File: src/rtl/asram_pkg.sv
`timescale 1ns/1ps
package asram_pkg;

    typedef enum logic [2:0] {
        ST_IDLE,
        ST_SETUP,
        ST_STROBE,
        ST_RECOVER,
        ST_TURN
    } phase_t;

    typedef struct packed {
        logic cs_n;
        logic we_n;
        logic oe_n;
        logic drive;
    } pins_t;

    localparam pins_t PINS_QUIET = '{cs_n: 1'b1, we_n: 1'b1, oe_n: 1'b1, drive: 1'b0};

endpackage

File: src/rtl/asram_timer.sv
`timescale 1ns/1ps
module asram_timer #(
    parameter int W = 2
) (
    input  logic         clk,
    input  logic         rst_n,
    input  logic         load,
    input  logic [W-1:0] load_val,
    output logic         expired
);

    logic [W-1:0] cnt_q;

    always_ff @(posedge clk or negedge rst_n) begin
        if (!rst_n) begin
            cnt_q <= '0;
        end else if (load) begin
            cnt_q <= load_val;
        end else if (cnt_q != '0) begin
            cnt_q <= cnt_q - 1'b1;
        end
    end

    assign expired = (cnt_q == '0);

endmodule

File: src/rtl/asram_fsm.sv
`timescale 1ns/1ps
module asram_fsm
    import asram_pkg::*;
#(
    parameter int RD_WAIT    = 2,
    parameter int WR_STROBE  = 2,
    parameter int DATA_SETUP = 1,
    parameter int TURN_CYC   = 1
) (
    input  logic   clk,
    input  logic   rst_n,
    input  logic   start,
    input  logic   start_wr,
    output phase_t phase,
    output pins_t  pins,
    output logic   sample,
    output logic   done
);

    localparam int MAX_AB = (RD_WAIT > WR_STROBE) ? RD_WAIT : WR_STROBE;
    localparam int MAX_CD = (DATA_SETUP > TURN_CYC) ? DATA_SETUP : TURN_CYC;
    localparam int MAXV   = (MAX_AB > MAX_CD) ? MAX_AB : MAX_CD;
    localparam int CNT_W  = $clog2(MAXV + 1);

    localparam logic [CNT_W-1:0] LD_ONE  = '0;
    localparam logic [CNT_W-1:0] LD_DS   = CNT_W'(DATA_SETUP - 1);
    localparam logic [CNT_W-1:0] LD_WS   = CNT_W'(WR_STROBE - 1);
    localparam logic [CNT_W-1:0] LD_RD   = CNT_W'(RD_WAIT - 1);
    localparam logic [CNT_W-1:0] LD_TURN = CNT_W'(TURN_CYC - 1);

    phase_t           state_q, state_d;
    logic             wr_q;
    logic             tmr_load;
    logic [CNT_W-1:0] tmr_val;
    logic             tmr_exp;

    asram_timer #(.W(CNT_W)) u_timer (
        .clk      (clk),
        .rst_n    (rst_n),
        .load     (tmr_load),
        .load_val (tmr_val),
        .expired  (tmr_exp)
    );

    // Next-state and phase-length selection
    always_comb begin
        state_d  = state_q;
        tmr_load = 1'b0;
        tmr_val  = LD_ONE;
        unique case (state_q)
            ST_IDLE: begin
                if (start) begin
                    state_d  = ST_SETUP;
                    tmr_load = 1'b1;
                    tmr_val  = start_wr ? LD_DS : LD_ONE;
                end
            end
            ST_SETUP: begin
                if (tmr_exp) begin
                    state_d  = ST_STROBE;
                    tmr_load = 1'b1;
                    tmr_val  = wr_q ? LD_WS : LD_RD;
                end
            end
            ST_STROBE: begin
                if (tmr_exp) begin
                    state_d = ST_RECOVER;
                end
            end
            ST_RECOVER: begin
                if (wr_q) begin
                    state_d = ST_IDLE;
                end else begin
                    state_d  = ST_TURN;
                    tmr_load = 1'b1;
                    tmr_val  = LD_TURN;
                end
            end
            ST_TURN: begin
                if (tmr_exp) begin
                    state_d = ST_IDLE;
                end
            end
            default: state_d = ST_IDLE;
        endcase
    end

    // State register
    always_ff @(posedge clk or negedge rst_n) begin
        if (!rst_n) begin
            state_q <= ST_IDLE;
            wr_q    <= 1'b0;
        end else begin
            state_q <= state_d;
            if (start && state_q == ST_IDLE) begin
                wr_q <= start_wr;
            end
        end
    end

    // Outputs decoded from registered state
    always_comb begin
        pins   = PINS_QUIET;
        sample = 1'b0;
        done   = 1'b0;
        unique case (state_q)
            ST_IDLE: pins = PINS_QUIET;
            ST_SETUP: begin
                pins.cs_n  = 1'b0;
                pins.drive = wr_q;
            end
            ST_STROBE: begin
                pins.cs_n  = 1'b0;
                pins.we_n  = ~wr_q;
                pins.oe_n  = wr_q;
                pins.drive = wr_q;
                sample     = ~wr_q & tmr_exp;
            end
            ST_RECOVER: begin
                pins.drive = wr_q;
                done       = 1'b1;
            end
            ST_TURN: pins = PINS_QUIET;
            default: pins = PINS_QUIET;
        endcase
    end

    assign phase = state_q;

    // Checker state: strobe width and bus-release gap
    localparam int GAP_MIN = TURN_CYC + 1;
    localparam int GAP_W   = $clog2(GAP_MIN + 1) + 1;
    localparam int WE_W    = $clog2(WR_STROBE + 1) + 1;

    logic [GAP_W-1:0] gap_q;
    logic [WE_W-1:0]  we_len_q;

    always_ff @(posedge clk or negedge rst_n) begin
        if (!rst_n) begin
            gap_q    <= GAP_W'(GAP_MIN);
            we_len_q <= '0;
        end else begin
            if (!pins.oe_n) begin
                gap_q <= '0;
            end else if (gap_q < GAP_W'(GAP_MIN)) begin
                gap_q <= gap_q + 1'b1;
            end
            if (!pins.we_n) begin
                we_len_q <= we_len_q + 1'b1;
            end else begin
                we_len_q <= '0;
            end
        end
    end

    p_drive_excl_r6: assert property (@(posedge clk) disable iff (!rst_n)
        pins.drive |-> pins.oe_n);

    p_turn_gap_r6: assert property (@(posedge clk) disable iff (!rst_n)
        $rose(pins.drive) |-> (gap_q >= GAP_W'(GAP_MIN)));

    p_we_width_r4: assert property (@(posedge clk) disable iff (!rst_n)
        $rose(pins.we_n) |-> (we_len_q == WE_W'(WR_STROBE)));

    p_we_context_r4: assert property (@(posedge clk) disable iff (!rst_n)
        !pins.we_n |-> (!pins.cs_n && pins.oe_n && pins.drive));

    p_done_pulse_r7: assert property (@(posedge clk) disable iff (!rst_n)
        done |=> !done);

endmodule

File: src/rtl/asram_ctrl.sv
`timescale 1ns/1ps
module asram_ctrl
    import asram_pkg::*;
#(
    parameter int ADDR_W     = 19,
    parameter int DATA_W     = 8,
    parameter int RD_WAIT    = 2,
    parameter int WR_STROBE  = 2,
    parameter int DATA_SETUP = 1,
    parameter int TURN_CYC   = 1
) (
    input  logic              clk,
    input  logic              rst_n,
    input  logic              req_valid,
    input  logic              req_write,
    input  logic [ADDR_W-1:0] req_addr,
    input  logic [DATA_W-1:0] req_wdata,
    output logic              req_ready,
    output logic              rsp_done,
    output logic [DATA_W-1:0] rsp_rdata,
    output logic              mem_cs_n,
    output logic              mem_we_n,
    output logic              mem_oe_n,
    output logic [ADDR_W-1:0] mem_addr,
    output logic [DATA_W-1:0] mem_dq_out,
    output logic              mem_dq_oe,
    input  logic [DATA_W-1:0] mem_dq_in
);

    phase_t            phase;
    pins_t             pins;
    logic              sample;
    logic              accept;
    logic [ADDR_W-1:0] addr_q;
    logic [DATA_W-1:0] wdata_q;
    logic [DATA_W-1:0] rdata_q;

    assign req_ready = (phase == ST_IDLE);
    assign accept    = req_valid & req_ready;

    asram_fsm #(
        .RD_WAIT    (RD_WAIT),
        .WR_STROBE  (WR_STROBE),
        .DATA_SETUP (DATA_SETUP),
        .TURN_CYC   (TURN_CYC)
    ) u_fsm (
        .clk      (clk),
        .rst_n    (rst_n),
        .start    (accept),
        .start_wr (req_write),
        .phase    (phase),
        .pins     (pins),
        .sample   (sample),
        .done     (rsp_done)
    );

    always_ff @(posedge clk or negedge rst_n) begin
        if (!rst_n) begin
            addr_q  <= '0;
            wdata_q <= '0;
            rdata_q <= '0;
        end else begin
            if (accept) begin
                addr_q  <= req_addr;
                wdata_q <= req_wdata;
            end
            if (sample) begin
                rdata_q <= mem_dq_in;
            end
        end
    end

    assign mem_cs_n   = pins.cs_n;
    assign mem_we_n   = pins.we_n;
    assign mem_oe_n   = pins.oe_n;
    assign mem_dq_oe  = pins.drive;
    assign mem_addr   = addr_q;
    assign mem_dq_out = wdata_q;
    assign rsp_rdata  = rdata_q;

    p_addr_hold_r5: assert property (@(posedge clk) disable iff (!rst_n)
        (!mem_cs_n && $past(!mem_cs_n)) |-> $stable(mem_addr));

    p_take_only_idle_r2: assert property (@(posedge clk) disable iff (!rst_n)
        $changed(mem_addr) |-> $past(req_valid && req_ready));

    p_rdata_hold_r8: assert property (@(posedge clk) disable iff (!rst_n)
        !$past(sample) |-> $stable(rsp_rdata));

endmodule

File: config.mk
export PLATFORM = sky130hd
export DESIGN_NAME = asram_ctrl
export DESIGN_NICKNAME = d
export VERILOG_FILES = /design/src/rtl/asram_pkg.sv /design/src/rtl/asram_timer.sv /design/src/rtl/asram_fsm.sv /design/src/rtl/asram_ctrl.sv
export SDC_FILE = /design/constraint.sdc
export NUM_CORES = 1
export LEC_CHECK = 0
export BUFFER_PORTS_ARGS = -buffer_cell sky130_fd_sc_hd__buf_2
export CAP_MARGIN = 20
export CORE_MARGIN = 8
export CORE_UTILIZATION = 46
export DETAILED_ROUTE_END_ITERATION = 10
export PLACE_DENSITY_LB_ADDON = 0.25
export SYNTH_ARGS = -nofsm -noshare
export SYNTH_HDL_FRONTEND = slang
export SYNTH_SLANG_ARGS = --single-unit
File: constraint.sdc
create_clock -name clk -period 1.9 [get_ports clk]
set_input_delay 0.38 -clock clk [delete_from_list [all_inputs] [get_ports clk]]
set_output_delay 0.38 -clock clk [all_outputs]
set_load 0.1 [all_outputs]
# --- After elaboration in Yosys (flattened, before gate mapping) ---
# Cells that the tools add are included.
op_classes:
  reduce_logical: 8
  n_bitwise: 3
  addsub: 1
  n_eq_ne: 8
  n_mux: 19
op_table:
  columns: ["cell", "n"]
  rows:
  - ["3-bit two-way mux", 5]
  - ["3-bit one-hot mux with 5 select lines", 1]
  - ["1-bit two-way mux", 8]
  - ["2-bit two-way mux", 4]
  - ["2-bit by 1-bit != test with 1-bit output (second input constant)", 4]
  - ["3-bit by 2-bit equality test with 1-bit output (second input constant)", 2]
  - ["4-bit AND reduction", 1]
  - ["2-bit nonzero test", 2]
  - ["3-bit by 1-bit equality test with 1-bit output (second input constant)", 1]
  - ["3-bit equality test (second input constant)", 1]
  - ["3-bit logical NOT", 1]
  - ["1-bit one-hot mux with 3 select lines", 1]
  - ["3-bit OR reduction", 1]
  - ["1-bit bitwise AND", 2]
  - ["2-bit logical NOT", 1]
  - ["2-bit OR reduction", 1]
  - ["2-bit by 1-bit subtractor with 2-bit output (second input constant)", 1]
  - ["1-bit logical AND", 1]
  - ["1-bit NOT", 1]
totals:
  inputBits: 39
  out_inout_bits: 41
  register_bits: 41
  wordCells: 45

# --- Logic depth before layout (Yosys ltp) ---
logic_depth:
  ltp_word: 5
  ltp_mapped: 6
  depth_no_buf: 5

# --- Hierarchy ---
# A second synthesis with hierarchy kept.
hier_totals:
  cells_unflattened: 121
  hier_area_um2: 1833.0
by_module_without_submodules:
  columns: ["mod", "cells_each", "area_each_um2", "n_inst"]
  rows:
  - ["asram_ctrl", 76, 1416.4, 1]
  - ["asram_fsm", 33, 302.8, 1]
  - ["asram_timer", 12, 113.9, 1]

# --- Least setup slack after synthesis ---
# Ideal clock, no wire load.
synth_path:
  path_type: "reg-to-output"
  start: "reg u_fsm.state_q[0], in the netlist u_fsm.phase[0]"
  end: "out mem_dq_oe"
  arrival_time_ns: 2.840
  path_slack_ns: -1.320
  path_stages_with_launch: 4
  n_path_buf: 1
  cell_sequence: "dfrtp_1 > buf_2 > nor2_1 > nor3b_1"
synth_between:
  elab_chain_len: 3
  elab_cells_between_ends: 5
synth_lines:
  columns: ["item", "line", "source"]
  rows:
  - ["start: declaration", "asram_fsm.sv:31", "phase_t state_q, state_d;"]
  - ["start signal: assignment", "asram_fsm.sv:94", "state_q <= state_d;"]
  - ["3-bit by 2-bit equality test with 1-bit output / 3-bit by 1-bit equality test with 1-bit output (equally long branches)", "asram_fsm.sv:106", "unique case (state_q)"]
  - ["3-bit OR reduction (no line) *", null, null]
  - ["1-bit two-way mux *", "asram_fsm.sv:106", null]
  - ["end: declaration", "asram_ctrl.sv:26", "output logic mem_dq_oe,"]
# Every way passes the cells marked *; elsewhere a longest branch is shown, timed or not.

# --- Worst setup path after layout ---
layout_path:
  start: "reg u_fsm.state_q[2], in the netlist u_fsm.phase[2]"
  end: "out rsp_done"
layout_between:
  elab_chain_len: 2
layout_lines:
  columns: ["item", "line", "source"]
  rows:
  - ["3-bit by 2-bit equality test with 1-bit output", "asram_fsm.sv:106", null]
  - ["1-bit two-way mux", "asram_fsm.sv:106", null]
  - ["end: declaration", "asram_ctrl.sv:19", "output logic rsp_done,"]
# No other way between the ends.

==> metrics.log <==
[metrics] run status: finished clean
[metrics] # diodes: 0
[metrics] clock transition at the registers of the reported paths: 0.07 ns
[metrics] maximum fanout along the worst path: 10
[metrics] post-synthesis instance total: 118
[metrics] Synth cell types: 28
[metrics] initial antenna violation count: 0
[metrics] per-instance average area after synthesis: 14.61 um^2
[metrics] wire length per cell after detailed routing: 15.48 um
[metrics] final number of max-transition violations: 0
[metrics] type of origin of the critical path: register
[metrics] buffer count from post-CTS setup fixing: 0
[metrics] endpoint kind of the worst setup timing path: primary output
[metrics] setup repair after global routing missed its margin: false
[metrics] Final Wtd Congestion: 0.7328
[metrics] nets: 240
[metrics] maximum count of clock buffers along a single path: 2
[metrics] clock skew: 0.007498 ns
[metrics] EDFF count, synth: 0
[metrics] min cycle time layout: 1.787 ns
[metrics] detailed-route via count: 1,221
[metrics] count of buffers inserted at the top-level ports: 79
[metrics] instance count after placement with tap cells included: 241
[metrics] core area: 0.003633 mm^2
[metrics] dominant register cell in the synthesized netlist: sky130_fd_sc_hd__dfrtp_1
[metrics] number of buffers created by CTS: 5
[metrics] sequential area share after synthesis: 0.5951
[metrics] proportion of layout cells with a drive suffix above 1: 0.6716
[metrics] depth of the most critical reg-to-reg path: 3
[metrics] commonest non-fill, non-tap cells in the layout: 73 x sky130_fd_sc_hd__buf_2, 39 x sky130_fd_sc_hd__dfrtp_1, 35 x sky130_fd_sc_hd__mux2_2
[metrics] clock latency on the worst-skew pair: 0.29 ns
[metrics] Critical Path AT: 1.41 ns
[metrics] Iter 0 DRT Violations: 51
[metrics] post-synth net total: 158
[metrics] Yosys warnings: 0
[metrics] first-pass detailed-route iteration total: 2
[metrics] relative area change from synthesis to final layout: 36.43%
[metrics] hold buffer count at cts: 0
[metrics] Num Clock Sinks: 41
[metrics] final cycle utilization of the critical path: 0.9403
[metrics] drt via density: 4.904
[metrics] number of global-route vias before repair: 1,353
[metrics] count of standard-cell rows: 22
[metrics] start of the worst register-to-register path: u_fsm.phase[0]$_DFFE_PN0P_
[metrics] top-level I/O count: 80
[metrics] final cell count without fillers: 249
[metrics] most common cell after layout, fill and taps aside: sky130_fd_sc_hd__buf_2
[metrics] R2R Setup Slk: 0.31 ns
[metrics] worst hold path class: in2async
[metrics] transition time at the pin with the least slew margin: 0.5082 ns
[metrics] DRC errors left: 0
[metrics] Starting Density: 0.4745
[metrics] total routing resource utilization after global routing: 0.1350
[metrics] Detailed Route WL: 3.855 mm
[metrics] chip width: 77.22 um
[metrics] CP Data Required Time: 1.52 ns
[metrics] maximum achievable frequency: 559.7 MHz
[metrics] Detail Placement HPWL: 3.083 mm
[metrics] Worst Hold Slack: 0.05277 ns
[metrics] Final Hold Fails: 0
[metrics] Async SR Flop Fraction: 1.000
[metrics] wire length of the first global-routing pass: 6.451 mm
[metrics] number of H-tree levels: 2
[metrics] max-cap violations: 0
[metrics] Total Die Area: 0.005963 mm^2
[metrics] capturing point of the worst reg2reg path: mem_dq_out[6]$_DFFE_PN0P_
[metrics] total of endpoints with negative setup slack in the final report: 0
[metrics] pin count of the biggest net entering global routing: 42
[metrics] flip-flop and latch count after synthesis: 41
[metrics] clock tree from TritonCTS: yes
[metrics] CP Class: reg2out
[metrics] Root Driver: sky130_fd_sc_hd__clkbuf_8
[metrics] setup total negative slack: 0 ns
[metrics] post-synthesis instance area: 0.001724 mm^2
[metrics] Slew HR: 0.6635
[metrics] remaining antenna violation count: 0
[metrics] vertical die dimension: 77.22 um
[metrics] sum of overflow across all layers after global routing: 0
==> kinds of logic after synthesis <==
| kind of cell | share of synthesized area |
|---|---|
| compound gates | 0.02830 |
| xor+xnor | 0.005081 |
| mux | 0.2417 |
| flops | 0.5951 |
| fa+ha+maj | 0.007256 |
| buf+inv | 0.03846 |
| simple gates | 0.08418 |
==> critical path, cell delays in order, from the launching register on <==
cell and delay (ns):
sky130_fd_sc_hd__dfrtp_1 0.50, sky130_fd_sc_hd__nand2b_1 0.27, sky130_fd_sc_hd__nor2_2 0.16, sky130_fd_sc_hd__buf_12 0.19
==> layer usage <==
metal	global-route usage	share of wire	vias up
li1	-	-	579
met1	0.1369	0.37	600
met2	0.2384	0.55	36
met3	0.06177	0.065	6
met4	0.04528	0.013	0
met5	0	0	-
==> state kept, by name (all words and copies together), names as in the netlist <==
register and flops:
mem_addr 19, rsp_rdata 8, u_fsm.wr_q 1, mem_dq_out 8, u_fsm.u_timer.cnt_q 2, u_fsm.phase 3
==> worst max-delay path by stage <==
stage | slack [ns] | to | start
floorplan | -0.35 | mem_dq_oe | u_fsm.phase[0]$_DFFE_PN0P_
global placement | 0.30 | mem_addr[15]$_DFFE_PN0P_ | u_fsm.phase[0]$_DFFE_PN0P_
detailed placement | 0.26 | mem_dq_out[6]$_DFFE_PN0P_ | u_fsm.phase[0]$_DFFE_PN0P_
CTS | 0.006 | mem_oe_n | u_fsm.phase[0]$_DFFE_PN0P_
global route | 0.01 | mem_oe_n | u_fsm.phase[2]$_DFFE_PN0P_
finish | 0.11 | rsp_done | u_fsm.phase[2]$_DFFE_PN0P_
==> metrics by stage <==
step / setup slack [ns] / area [um^2] / utilization
floorplan: -0.3469 / 1748 / -
global placement: 0.3036 / 2243 / 0.6174
detailed placement: 0.2555 / 2243 / 0.6174
CTS: 0.005502 / 2349 / 0.6464
global route: 0.009663 / 2352 / 0.6474
finish: 0.1135 / 2352 / 0.6474
==> cell usage after synthesis, types with 2 or more instances <==
library cell               number  area share
sky130_fd_sc_hd__nor2_1         6       0.013
sky130_fd_sc_hd__inv_1          3      0.0065
sky130_fd_sc_hd__dfrtp_1       41        0.60
sky130_fd_sc_hd__mux2_2        35        0.23
sky130_fd_sc_hd__buf_6          3       0.020
sky130_fd_sc_hd__mux2_1         2       0.013
sky130_fd_sc_hd__a21oi_1        2      0.0058
sky130_fd_sc_hd__nand2b_1       3       0.011
sky130_fd_sc_hd__buf_2          2      0.0058
sky130_fd_sc_hd__nor3_1         3      0.0087
==> cell type report <==
| class | instances | area [um^2] |
|---|---|---|
| fillers | 310 | 1281 |
| flip-flops and latches | 41 | 1028 |
| multi-input cells | 67 | 655.6 |
| repair buffers | 82 | 495.5 |
| clock buffers | 7 | 96.34 |
| well taps | 48 | 60.06 |
| inverters | 3 | 11.26 |
| clock inverters | 1 | 5.005 |
==> what timing repair did <==
item,CTS,global route
gates cloned,0,0
hold endpoints to repair,0,0
pin swaps,0,0
setup endpoints to repair,2,3
gates resized for setup,2,2
Power is not shown: default switching activity piles up to over one toggle a cycle in this logic, so the estimate is an artifact.
